===== src/rtl/wdt2_pkg.sv =====
package wdt2_pkg;

    // register byte offsets; software depends on these positions
    localparam logic [3:0] OFS_PRE1 = 4'h0;
    localparam logic [3:0] OFS_PRE2 = 4'h4;
    localparam logic [3:0] OFS_STAT = 4'h8;
    localparam logic [3:0] OFS_RLD  = 4'hC;

    // two-step key written to the reload offset
    localparam logic [31:0] KEY_FIRST  = 32'h0000_0080;
    localparam logic [31:0] KEY_SECOND = 32'h0000_0086;

    localparam int RLD_CMD_BIT  = 8;
    localparam int RLD_TOUT_BIT = 9;

    typedef enum logic [1:0] {
        UL_LOCKED = 2'd0,
        UL_HALF   = 2'd1,
        UL_OPEN   = 2'd2
    } unlock_e;

    typedef enum logic {
        PH_FIRST  = 1'b0,
        PH_SECOND = 1'b1
    } phase_e;

    typedef struct packed {
        logic       rst_out_off;
        logic       fast_tick;
        logic [1:0] int_type;
    } cfg_t;

    typedef struct packed {
        logic timer_mode;
        logic enable;
        logic lock;
    } lck_t;

    function automatic cfg_t cfg_unpack(logic [7:0] d);
        cfg_t c;
        c.rst_out_off = d[5];
        c.fast_tick   = d[2];
        c.int_type    = d[1:0];
        return c;
    endfunction

    function automatic logic [7:0] cfg_pack(cfg_t c);
        return {2'b00, c.rst_out_off, 2'b00, c.fast_tick, c.int_type};
    endfunction

    function automatic lck_t lck_unpack(logic [7:0] d);
        lck_t l;
        l.timer_mode = d[2];
        l.enable     = d[1];
        l.lock       = d[0];
        return l;
    endfunction

    function automatic logic [7:0] lck_pack(lck_t l);
        return {5'b00000, l.timer_mode, l.enable, l.lock};
    endfunction

    function automatic logic is_protected(logic [3:0] a);
        return (a == OFS_PRE1) || (a == OFS_PRE2) || (a == OFS_RLD);
    endfunction

endpackage


===== src/rtl/wdt2_unlock.sv =====
module wdt2_unlock
    import wdt2_pkg::*;
(
    input  logic        clk,
    input  logic        rst,
    input  logic        wr,
    input  logic [3:0]  addr,
    input  logic [31:0] data,
    output logic        grant,
    output unlock_e     state
);

    unlock_e st_q, st_d;

    always_comb begin
        st_d  = st_q;
        grant = 1'b0;
        if (wr) begin
            case (st_q)
                UL_LOCKED: st_d = (addr == OFS_RLD && data == KEY_FIRST) ? UL_HALF : UL_LOCKED;
                UL_HALF:   st_d = (addr == OFS_RLD && data == KEY_SECOND) ? UL_OPEN : UL_LOCKED;
                UL_OPEN: begin
                    grant = is_protected(addr);
                    st_d  = UL_LOCKED;
                end
                default:   st_d = UL_LOCKED;
            endcase
        end
    end

    always_ff @(posedge clk) begin
        if (rst) st_q <= UL_LOCKED;
        else     st_q <= st_d;
    end

    assign state = st_q;

endmodule


===== src/rtl/wdt2_tick.sv =====
module wdt2_tick #(
    parameter int SLOW_SHIFT = 15,
    parameter int FAST_SHIFT = 5
) (
    input  logic clk,
    input  logic rst,
    input  logic run,
    input  logic clear,
    input  logic fast,
    output logic tick
);

    localparam int W = SLOW_SHIFT;
    localparam logic [W-1:0] FAST_MASK = W'((1 << FAST_SHIFT) - 1);
    localparam logic [W-1:0] SLOW_MASK = '1;

    logic [W-1:0] div_q;
    logic [W-1:0] mask;

    assign mask = fast ? FAST_MASK : SLOW_MASK;
    assign tick = run && ((div_q & mask) == mask);

    always_ff @(posedge clk) begin
        if (rst || clear || !run) div_q <= '0;
        else                      div_q <= div_q + 1'b1;
    end

endmodule


===== src/rtl/wdt2_stages.sv =====
module wdt2_stages
    import wdt2_pkg::*;
#(
    parameter int              CNT_W    = 20,
    parameter logic [CNT_W-1:0] PRE1_RST = '1
) (
    input  logic             clk,
    input  logic             rst,
    input  logic             tick,
    input  logic             restart,
    input  logic [CNT_W-1:0] pre1,
    input  logic [CNT_W-1:0] pre2,
    output logic             s1_exp,
    output logic             s2_exp,
    output logic [CNT_W-1:0] cnt
);

    logic [CNT_W-1:0] cnt_q;
    phase_e           ph_q;
    logic             last;

    // a preload of 0 or 1 both end on the first tick
    assign last   = (cnt_q <= CNT_W'(1));
    assign s1_exp = tick && !restart && last && (ph_q == PH_FIRST);
    assign s2_exp = tick && !restart && last && (ph_q == PH_SECOND);

    always_ff @(posedge clk) begin
        if (rst) begin
            cnt_q <= PRE1_RST;
            ph_q  <= PH_FIRST;
        end else if (restart) begin
            cnt_q <= pre1;
            ph_q  <= PH_FIRST;
        end else if (s1_exp) begin
            cnt_q <= pre2;
            ph_q  <= PH_SECOND;
        end else if (s2_exp) begin
            cnt_q <= pre1;
            ph_q  <= PH_FIRST;
        end else if (tick) begin
            cnt_q <= cnt_q - 1'b1;
        end
    end

    assign cnt = cnt_q;

endmodule


===== src/rtl/wdt2_guard.sv =====
module wdt2_guard
    import wdt2_pkg::*;
#(
    parameter int               CNT_W        = 20,
    parameter int               SLOW_SHIFT   = 15,
    parameter int               FAST_SHIFT   = 5,
    parameter logic [CNT_W-1:0] PRE1_RST     = CNT_W'(30 << 9),
    parameter logic [CNT_W-1:0] PRE2_RST     = CNT_W'(30 << 9),
    parameter bit               TOUT_POR_CLR = 1'b1
) (
    input  logic        clk,
    input  logic        rst,
    input  logic        reg_wr,
    input  logic [3:0]  reg_addr,
    input  logic [31:0] reg_wdata,
    output logic [31:0] reg_rdata,
    input  logic        cfg_wr,
    input  logic [7:0]  cfg_wdata,
    output logic [7:0]  cfg_rdata,
    input  logic        lck_wr,
    input  logic [7:0]  lck_wdata,
    output logic [7:0]  lck_rdata,
    output logic        irq,
    output logic        rst_req
);

    logic             grant;
    unlock_e          ul_state;
    logic             restart;
    logic             tout_clr;
    logic             tick;
    logic             s1_exp;
    logic             s2_exp;
    logic [CNT_W-1:0] cnt;
    logic [CNT_W-1:0] pre1_q;
    logic [CNT_W-1:0] pre2_q;
    logic             s1_flag_q;
    logic             tout_q;
    logic             tout_d;
    logic             rst_req_q;
    cfg_t             cfg_q;
    lck_t             lck_q;
    lck_t             lck_d;
    lck_t             lck_in;

    wdt2_unlock u_unlock (
        .clk   (clk),
        .rst   (rst),
        .wr    (reg_wr),
        .addr  (reg_addr),
        .data  (reg_wdata),
        .grant (grant),
        .state (ul_state)
    );

    assign restart  = grant && (reg_addr == OFS_RLD) && reg_wdata[RLD_CMD_BIT];
    assign tout_clr = grant && (reg_addr == OFS_RLD) && reg_wdata[RLD_TOUT_BIT];

    wdt2_tick #(
        .SLOW_SHIFT (SLOW_SHIFT),
        .FAST_SHIFT (FAST_SHIFT)
    ) u_tick (
        .clk   (clk),
        .rst   (rst),
        .run   (lck_q.enable),
        .clear (restart),
        .fast  (cfg_q.fast_tick),
        .tick  (tick)
    );

    wdt2_stages #(
        .CNT_W    (CNT_W),
        .PRE1_RST (PRE1_RST)
    ) u_stages (
        .clk     (clk),
        .rst     (rst),
        .tick    (tick),
        .restart (restart),
        .pre1    (pre1_q),
        .pre2    (pre2_q),
        .s1_exp  (s1_exp),
        .s2_exp  (s2_exp),
        .cnt     (cnt)
    );

    // protected preloads
    always_ff @(posedge clk) begin
        if (rst) begin
            pre1_q <= PRE1_RST;
            pre2_q <= PRE2_RST;
        end else if (grant) begin
            if (reg_addr == OFS_PRE1) pre1_q <= reg_wdata[CNT_W-1:0];
            if (reg_addr == OFS_PRE2) pre2_q <= reg_wdata[CNT_W-1:0];
        end
    end

    // stage A status: set wins over write-one-to-clear
    always_ff @(posedge clk) begin
        if (rst)
            s1_flag_q <= 1'b0;
        else if (s1_exp)
            s1_flag_q <= 1'b1;
        else if (reg_wr && reg_addr == OFS_STAT && reg_wdata[0])
            s1_flag_q <= 1'b0;
    end

    assign tout_d = s2_exp ? 1'b1 : (tout_clr ? 1'b0 : tout_q);

    generate
        if (TOUT_POR_CLR) begin : g_tout_por
            always_ff @(posedge clk) begin
                if (rst) tout_q <= 1'b0;
                else     tout_q <= tout_d;
            end
        end else begin : g_tout_keep
            always_ff @(posedge clk) begin
                tout_q <= tout_d;
            end
        end
    endgenerate

    always_ff @(posedge clk) begin
        if (rst) rst_req_q <= 1'b0;
        else     rst_req_q <= s2_exp && !cfg_q.rst_out_off && !lck_q.timer_mode;
    end

    always_ff @(posedge clk) begin
        if (rst)         cfg_q <= '0;
        else if (cfg_wr) cfg_q <= cfg_unpack(cfg_wdata);
    end

    assign lck_in = lck_unpack(lck_wdata);

    always_comb begin
        lck_d = lck_q;
        if (lck_wr) begin
            if (lck_q.lock) begin
                lck_d.lock       = 1'b1;
                lck_d.enable     = lck_q.enable | lck_in.enable;
                lck_d.timer_mode = lck_q.timer_mode;
            end else begin
                lck_d = lck_in;
            end
        end
    end

    always_ff @(posedge clk) begin
        if (rst) lck_q <= '0;
        else     lck_q <= lck_d;
    end

    always_comb begin
        case (reg_addr)
            OFS_PRE1: reg_rdata = 32'(pre1_q);
            OFS_PRE2: reg_rdata = 32'(pre2_q);
            OFS_STAT: reg_rdata = {31'd0, s1_flag_q};
            OFS_RLD:  reg_rdata = 32'(tout_q) << RLD_TOUT_BIT;
            default:  reg_rdata = 32'd0;
        endcase
    end

    assign cfg_rdata = cfg_pack(cfg_q);
    assign lck_rdata = lck_pack(lck_q);
    assign irq       = s1_flag_q && (cfg_q.int_type != 2'b11);
    assign rst_req   = rst_req_q;

endmodule



===== config.mk =====
export PLATFORM = sky130hd
export DESIGN_NAME = wdt2_guard
export DESIGN_NICKNAME = d
export VERILOG_FILES = /design/src/rtl/wdt2_pkg.sv /design/src/rtl/wdt2_unlock.sv /design/src/rtl/wdt2_tick.sv /design/src/rtl/wdt2_stages.sv /design/src/rtl/wdt2_guard.sv
export SDC_FILE = /design/constraint.sdc
export NUM_CORES = 1
export LEC_CHECK = 0
export CAP_MARGIN = 15
export CORE_MARGIN = 2
export CORE_UTILIZATION = 45
export DETAILED_ROUTE_END_ITERATION = 6
export MAX_ROUTING_LAYER = met4
export PLACE_DENSITY = 0.74
export SYNTH_ARGS = -nofsm -noshare
export SYNTH_HDL_FRONTEND = slang
export SYNTH_SLANG_ARGS = --single-unit

===== constraint.sdc =====
create_clock -name clk -period 2.6 [get_ports clk]
set_input_delay 0.39 -clock clk [delete_from_list [all_inputs] [get_ports clk]]
set_output_delay 0.39 -clock clk [all_outputs]
set_load 0.02 [all_outputs]

== Word-level counts from Yosys, hierarchy flattened ==
Cells that the tools add are included.

* Reductions and logical operators: 33
* Order comparisons: 1
* Bitwise logic cells: 4
* Equality and inequality tests: 9
* Muxes and demuxes: 18
* $add $sub $neg: 2

{| class="wikitable"
|+ Operators with widths
! kind !! number
|-
| $mux 20 || 4
|-
| $pmux 20 s4 || 1
|-
| $eq 32x8->1 const B || 2
|-
| $le 20x1->1 const B || 1
|-
| $sub 20x1->20 const B || 1
|-
| $add 15x1->15 const B || 1
|-
| $and 15x15->15 || 1
|-
| $eq 15x15->1 || 1
|-
| $logic_and 1x1->1 || 15
|-
| $mux 15 || 1
|-
| $mux 1 || 9
|-
| $eq 4x4->1 const B || 2
|-
| $reduce_and 2->1 || 3
|-
| $reduce_bool 2->1 || 3
|-
| $eq 4x3->1 const B || 1
|-
| $logic_not 1->1 || 4
|-
| $logic_not 4->1 || 1
|-
| $logic_or 1x1->1 || 4
|-
| $mux 2 || 2
|-
| $pmux 2 s2 || 1
|-
| $reduce_bool 4->1 || 1
|-
| $eq 2x1->1 const B || 1
|-
| $eq 2x2->1 const B || 1
|-
| $logic_not 2->1 || 1
|-
| 4 further kinds || 5
|}

* Word-level logic and storage cells: 82
* Bits in registers: 88

== Depth between registers and ports, before layout ==
* Word-level depth: 14
* Depth in mapped cells: 8
* Gate-level depth less buffers: 8

== Hierarchy ==
A second synthesis with hierarchy kept.

* Cell total of the unflattened synthesis: 587
* Area, all modules: 5,157.4 sq um

{| class="wikitable"
|+ By module, submodules not included
! module !! seq. area each (sq um) !! cells each !! area an instance (sq um) !! times used
|-
| wdt2_guard || 1,001.0 || 253 || 2,453.6 || 1
|-
| wdt2_stages || 420.4 || 231 || 1,803.0 || 1
|-
| wdt2_tick || 300.3 || 78 || 695.7 || 1
|-
| wdt2_unlock || 40.0 || 25 || 205.2 || 1
|}

== Worst setup path before layout ==
No wires, ideal clock.

* Path kind: input to output
* Start: input reg_addr[1]
* End: output reg_rdata[10]
* Arrival time: 1.850 ns
* Cell stages on the path: 6
* Data required time: 2.210 ns
* Slack: 0.360 ns
* Path through: or2_1 clkbuf_1 nor3b_1 clkbuf_1 clkbuf_1 a22o_1

* Cells in the longest elaborated chain, start to end: 2

{| class="wikitable"
|+ RTL lines
! item !! RTL line !! RTL
|-
| start: declaration || wdt2_guard.sv:14 || <nowiki>input logic [3:0] reg_addr,</nowiki>
|-
| $eq 4x4->1, or another cell as far along || wdt2_guard.sv:153 || <nowiki>case (reg_addr)</nowiki>
|-
| $pmux 20 s4 (*) || wdt2_guard.sv:153 ||
|-
| end: declaration || wdt2_guard.sv:16 || <nowiki>output logic [31:0] reg_rdata,</nowiki>
|}

Mark *: on every way between the ends. The rest lies on a longest branch, timed or not.

== Final worst setup path ==
* Start: input reg_addr[1]
* End: output reg_rdata[6]

Same word-level chain as after synthesis.

==> results.tsv <==
metric	value	unit
critical path class	in2out	
vias in the first global route	4440	
required time of the critical path	2.21	ns
Die Span Y	106	microns
area leader, netlist	dfxtp_1	
Slowest Stage Delay on Critical Path	0.42	ns
ys async rst share	0	
critical path capture point type	output port	
postcts setup bufs	0	
# rows	37	
minimum clock period	2.50	ns
Root Buffer	clkbuf_8	
synth-to-layout area growth	24.0	%
CP max stage cell	clkdlybuf4s50_1	
WL/cell	16.2	microns
Die X-Extent	106	microns
final setup TNS	0	ns
Final setup violation count	0	
critical path fanouts, max	13	
Pre-Repair DR Iteration Count	6	
Nets	731	
Post-synth EDFFs	0	
Remaining DRCs	0	
final worst-path cycle share	0.963	
Leakage	2.20	nW
synthesized area	4700	sq um
slew margin rel.	0.272	
share of the synthesized area in the top cell type	0.375	
first-pass GRT wire length	21500	microns
Top-Level Pins	107	
number of port buffers	76	
Max-Cap Viols	0	
total grt overflow	0	
Hold-fix buffers, CTS	0	
GRT Util Overall	0.244	
detailed-route wire length	13100	microns
synthesized flop and latch total	88	
status	finished clean	
Peak VDD IR	0.000202	V
Sink Count	88	
sequential share of the synthesized area	0.375	
dominant synthesized flop cell	dfxtp_1	
Critical Path Start Type	primary input	
largest net degree at the start of global routing	26	
Vias	4661	
Yosys cell types	66	
WP data arrival	2.11	ns
Core ar.	10200	sq um
Post-DP Area	5680	sq um
n_diodes	0	
remaining antenna violation count	0	
fmax	400	MHz
vias per cell	5.75	
Synth area leaders	dfxtp_1, nand2_1, a21oi_1	
CTS tree	yes	
Initial Util	0.459	
worst slew pin tran	1.09	ns
Clock Latency Late Sink	0.37	ns
share of layout cells above drive strength 1	0.101	
final non-filler cell area	5830	sq um
warnings from Yosys	0	
Max Slew Vio Count	0	
CTS resizes	18	
pwr/cell area	422	nW/um^2
clk slew on worst S/H paths	0.08	ns
clk_skew	0.00463	ns
total CTS buffers	9	
HPWL after detailed placement	9990	microns
H-tree depth	3	
Clock Tree Buf Depth	2	
cell count after synthesis	585	
Hold Crit Class	reg2reg	
Initial DRC Count	322	
worst-path cell chain	clkdlybuf4s50_1 > or2_1 > nor3b_2 > buf_4 > a22o_1 > dlygate4sd2_1	
GP Congestion	0.884	
Final Hold Fails	0	
Synth Area per Inst	8.03	sq um
antenna violations before repair	0	
Die ar.	11300	sq um
RSZ-0062 raised after global routing	false	
-- cell usage after synthesis (3+ instances only) --
cell type / instances
and2_1: 3
nand4_1: 10
xor2_1: 10
inv_1: 6
nor2b_1: 4
nand3b_1: 9
mux2i_1: 21
or3_1: 5
nor2_1: 41
a22oi_1: 6
o21ai_0: 18
nand2b_1: 4
nand3_1: 13
ha_1: 3
a31oi_1: 3
buf_2: 6
xnor2_1: 6
a211o_1: 5
o22ai_1: 7
and4_1: 3
clkbuf_1: 24
nor3_1: 14
dfxtp_1: 88
nand2_1: 110
o21a_1: 6
nor4_2: 3
a21oi_1: 53
buf_4: 24
a22o_1: 20
a211oi_1: 3
and3_1: 5
nor4_1: 10
-- cell usage in the layout (no fill, tap or decap), types with 6 or more instances in the layout --
cell               n
nand2_1          110
mux2i_1           21
dlygate4sd2_1     18
buf_4             36
a21oi_1           53
nand3_1           13
nor2_1            41
o21a_1             6
a22oi_1            6
conb_1            21
nor4_1            10
o22ai_1            7
clkdlybuf4s50_1   57
xor2_1            10
o21ai_0           18
clkbuf_8          11
nor3_1            13
nand3b_1           9
nand4_1           10
xnor2_1            6
dfxtp_1           88
a22o_1            20
inv_1              6
-- per-layer routing --
| metal | GRT usage | wire, microns | up-vias |
|---|---|---|---|
| met2 | 0.390 | 6290 | 193 |
| met3 | 0.0423 | 791 | 37 |
| met5 | - | 0 | - |
| li1 | - | - | 2217 |
| met1 | 0.307 | 5730 | 2214 |
| met4 | 0.0968 | 306 | 0 |
-- stage by stage --
step           cells  setup WS [ns]  hold slack, ns  power (mW)  utilization
2_1_floorplan    605          0.360           0.426        1.51            -
3_3_place_gp     796         -0.120           0.439        1.61        0.555
3_5_place_dp     796         -0.171           0.450        1.62        0.555
4_1_cts          811         0.0921           0.443        2.46        0.569
5_1_grt          811         0.0178           0.456        2.53        0.569
6_report         811         0.0969           0.459        2.46        0.569
-- worst paths after layout --
check	startpoint	to	slack [ns]	cells past startpoint
worst max register to register	u_stages.cnt[0]	u_stages.cnt[7]	0.30	8
worst min register to register	cfg_rdata[5]	rst_req	0.46	1
worst min-delay path	cfg_rdata[5]	rst_req	0.46	1
worst max-delay path	reg_addr[1]	reg_rdata[6]	0.1	6
-- critical path, delay by kind of cell --
family	cells	cell delay, ns
simple gates	2	0.56
compound gates	1	0.17
buf+inv	3	0.98
-- cell families after synthesis --
| family | Yosys count | synth area share |
|---|---|---|
| mux | 21 | 0.0447 |
| simple gates | 249 | 0.266 |
| other cells | 1 | 0.000798 |
| flops | 88 | 0.375 |
| xor+xnor | 16 | 0.0298 |
| compound gates | 142 | 0.198 |
| buf+inv | 65 | 0.0780 |
| fa+ha+maj | 3 | 0.00799 |
-- report_power, final --
group	switching, mW	total (mW)	internal, mW
clock network	0.485	0.877	0.392
registers	0.00652	1.36	1.35
logic	0.116	0.224	0.108
total	0.607	2.46	1.85
-- flip-flops by register name (all words and copies together), names as in the netlist --
| name | flops |
|---|---|
| u_tick.div_q | 15 |
| rst_req | 1 |
| tout_q | 1 |
| s1_flag_q | 1 |
| lck_rdata | 3 |
| u_stages.cnt | 20 |
| pre2_q | 20 |
| pre1_q | 20 |
| cfg_rdata | 4 |
| u_stages.ph_q | 1 |
| u_unlock.state | 2 |
-- layout make-up --
| type | instances | area (sq um) |
|---|---|---|
| sequential | 88 | 1760 |
| tap | 136 | 170 |
| clock inverter | 3 | 17.5 |
| clock buffer | 12 | 155 |
| timing repair buffer | 114 | 1040 |
| fill | 959 | 4410 |
| multi-input combinational | 452 | 2660 |
| inverter | 6 | 22.5 |
Power figures use the tool's default switching activity.
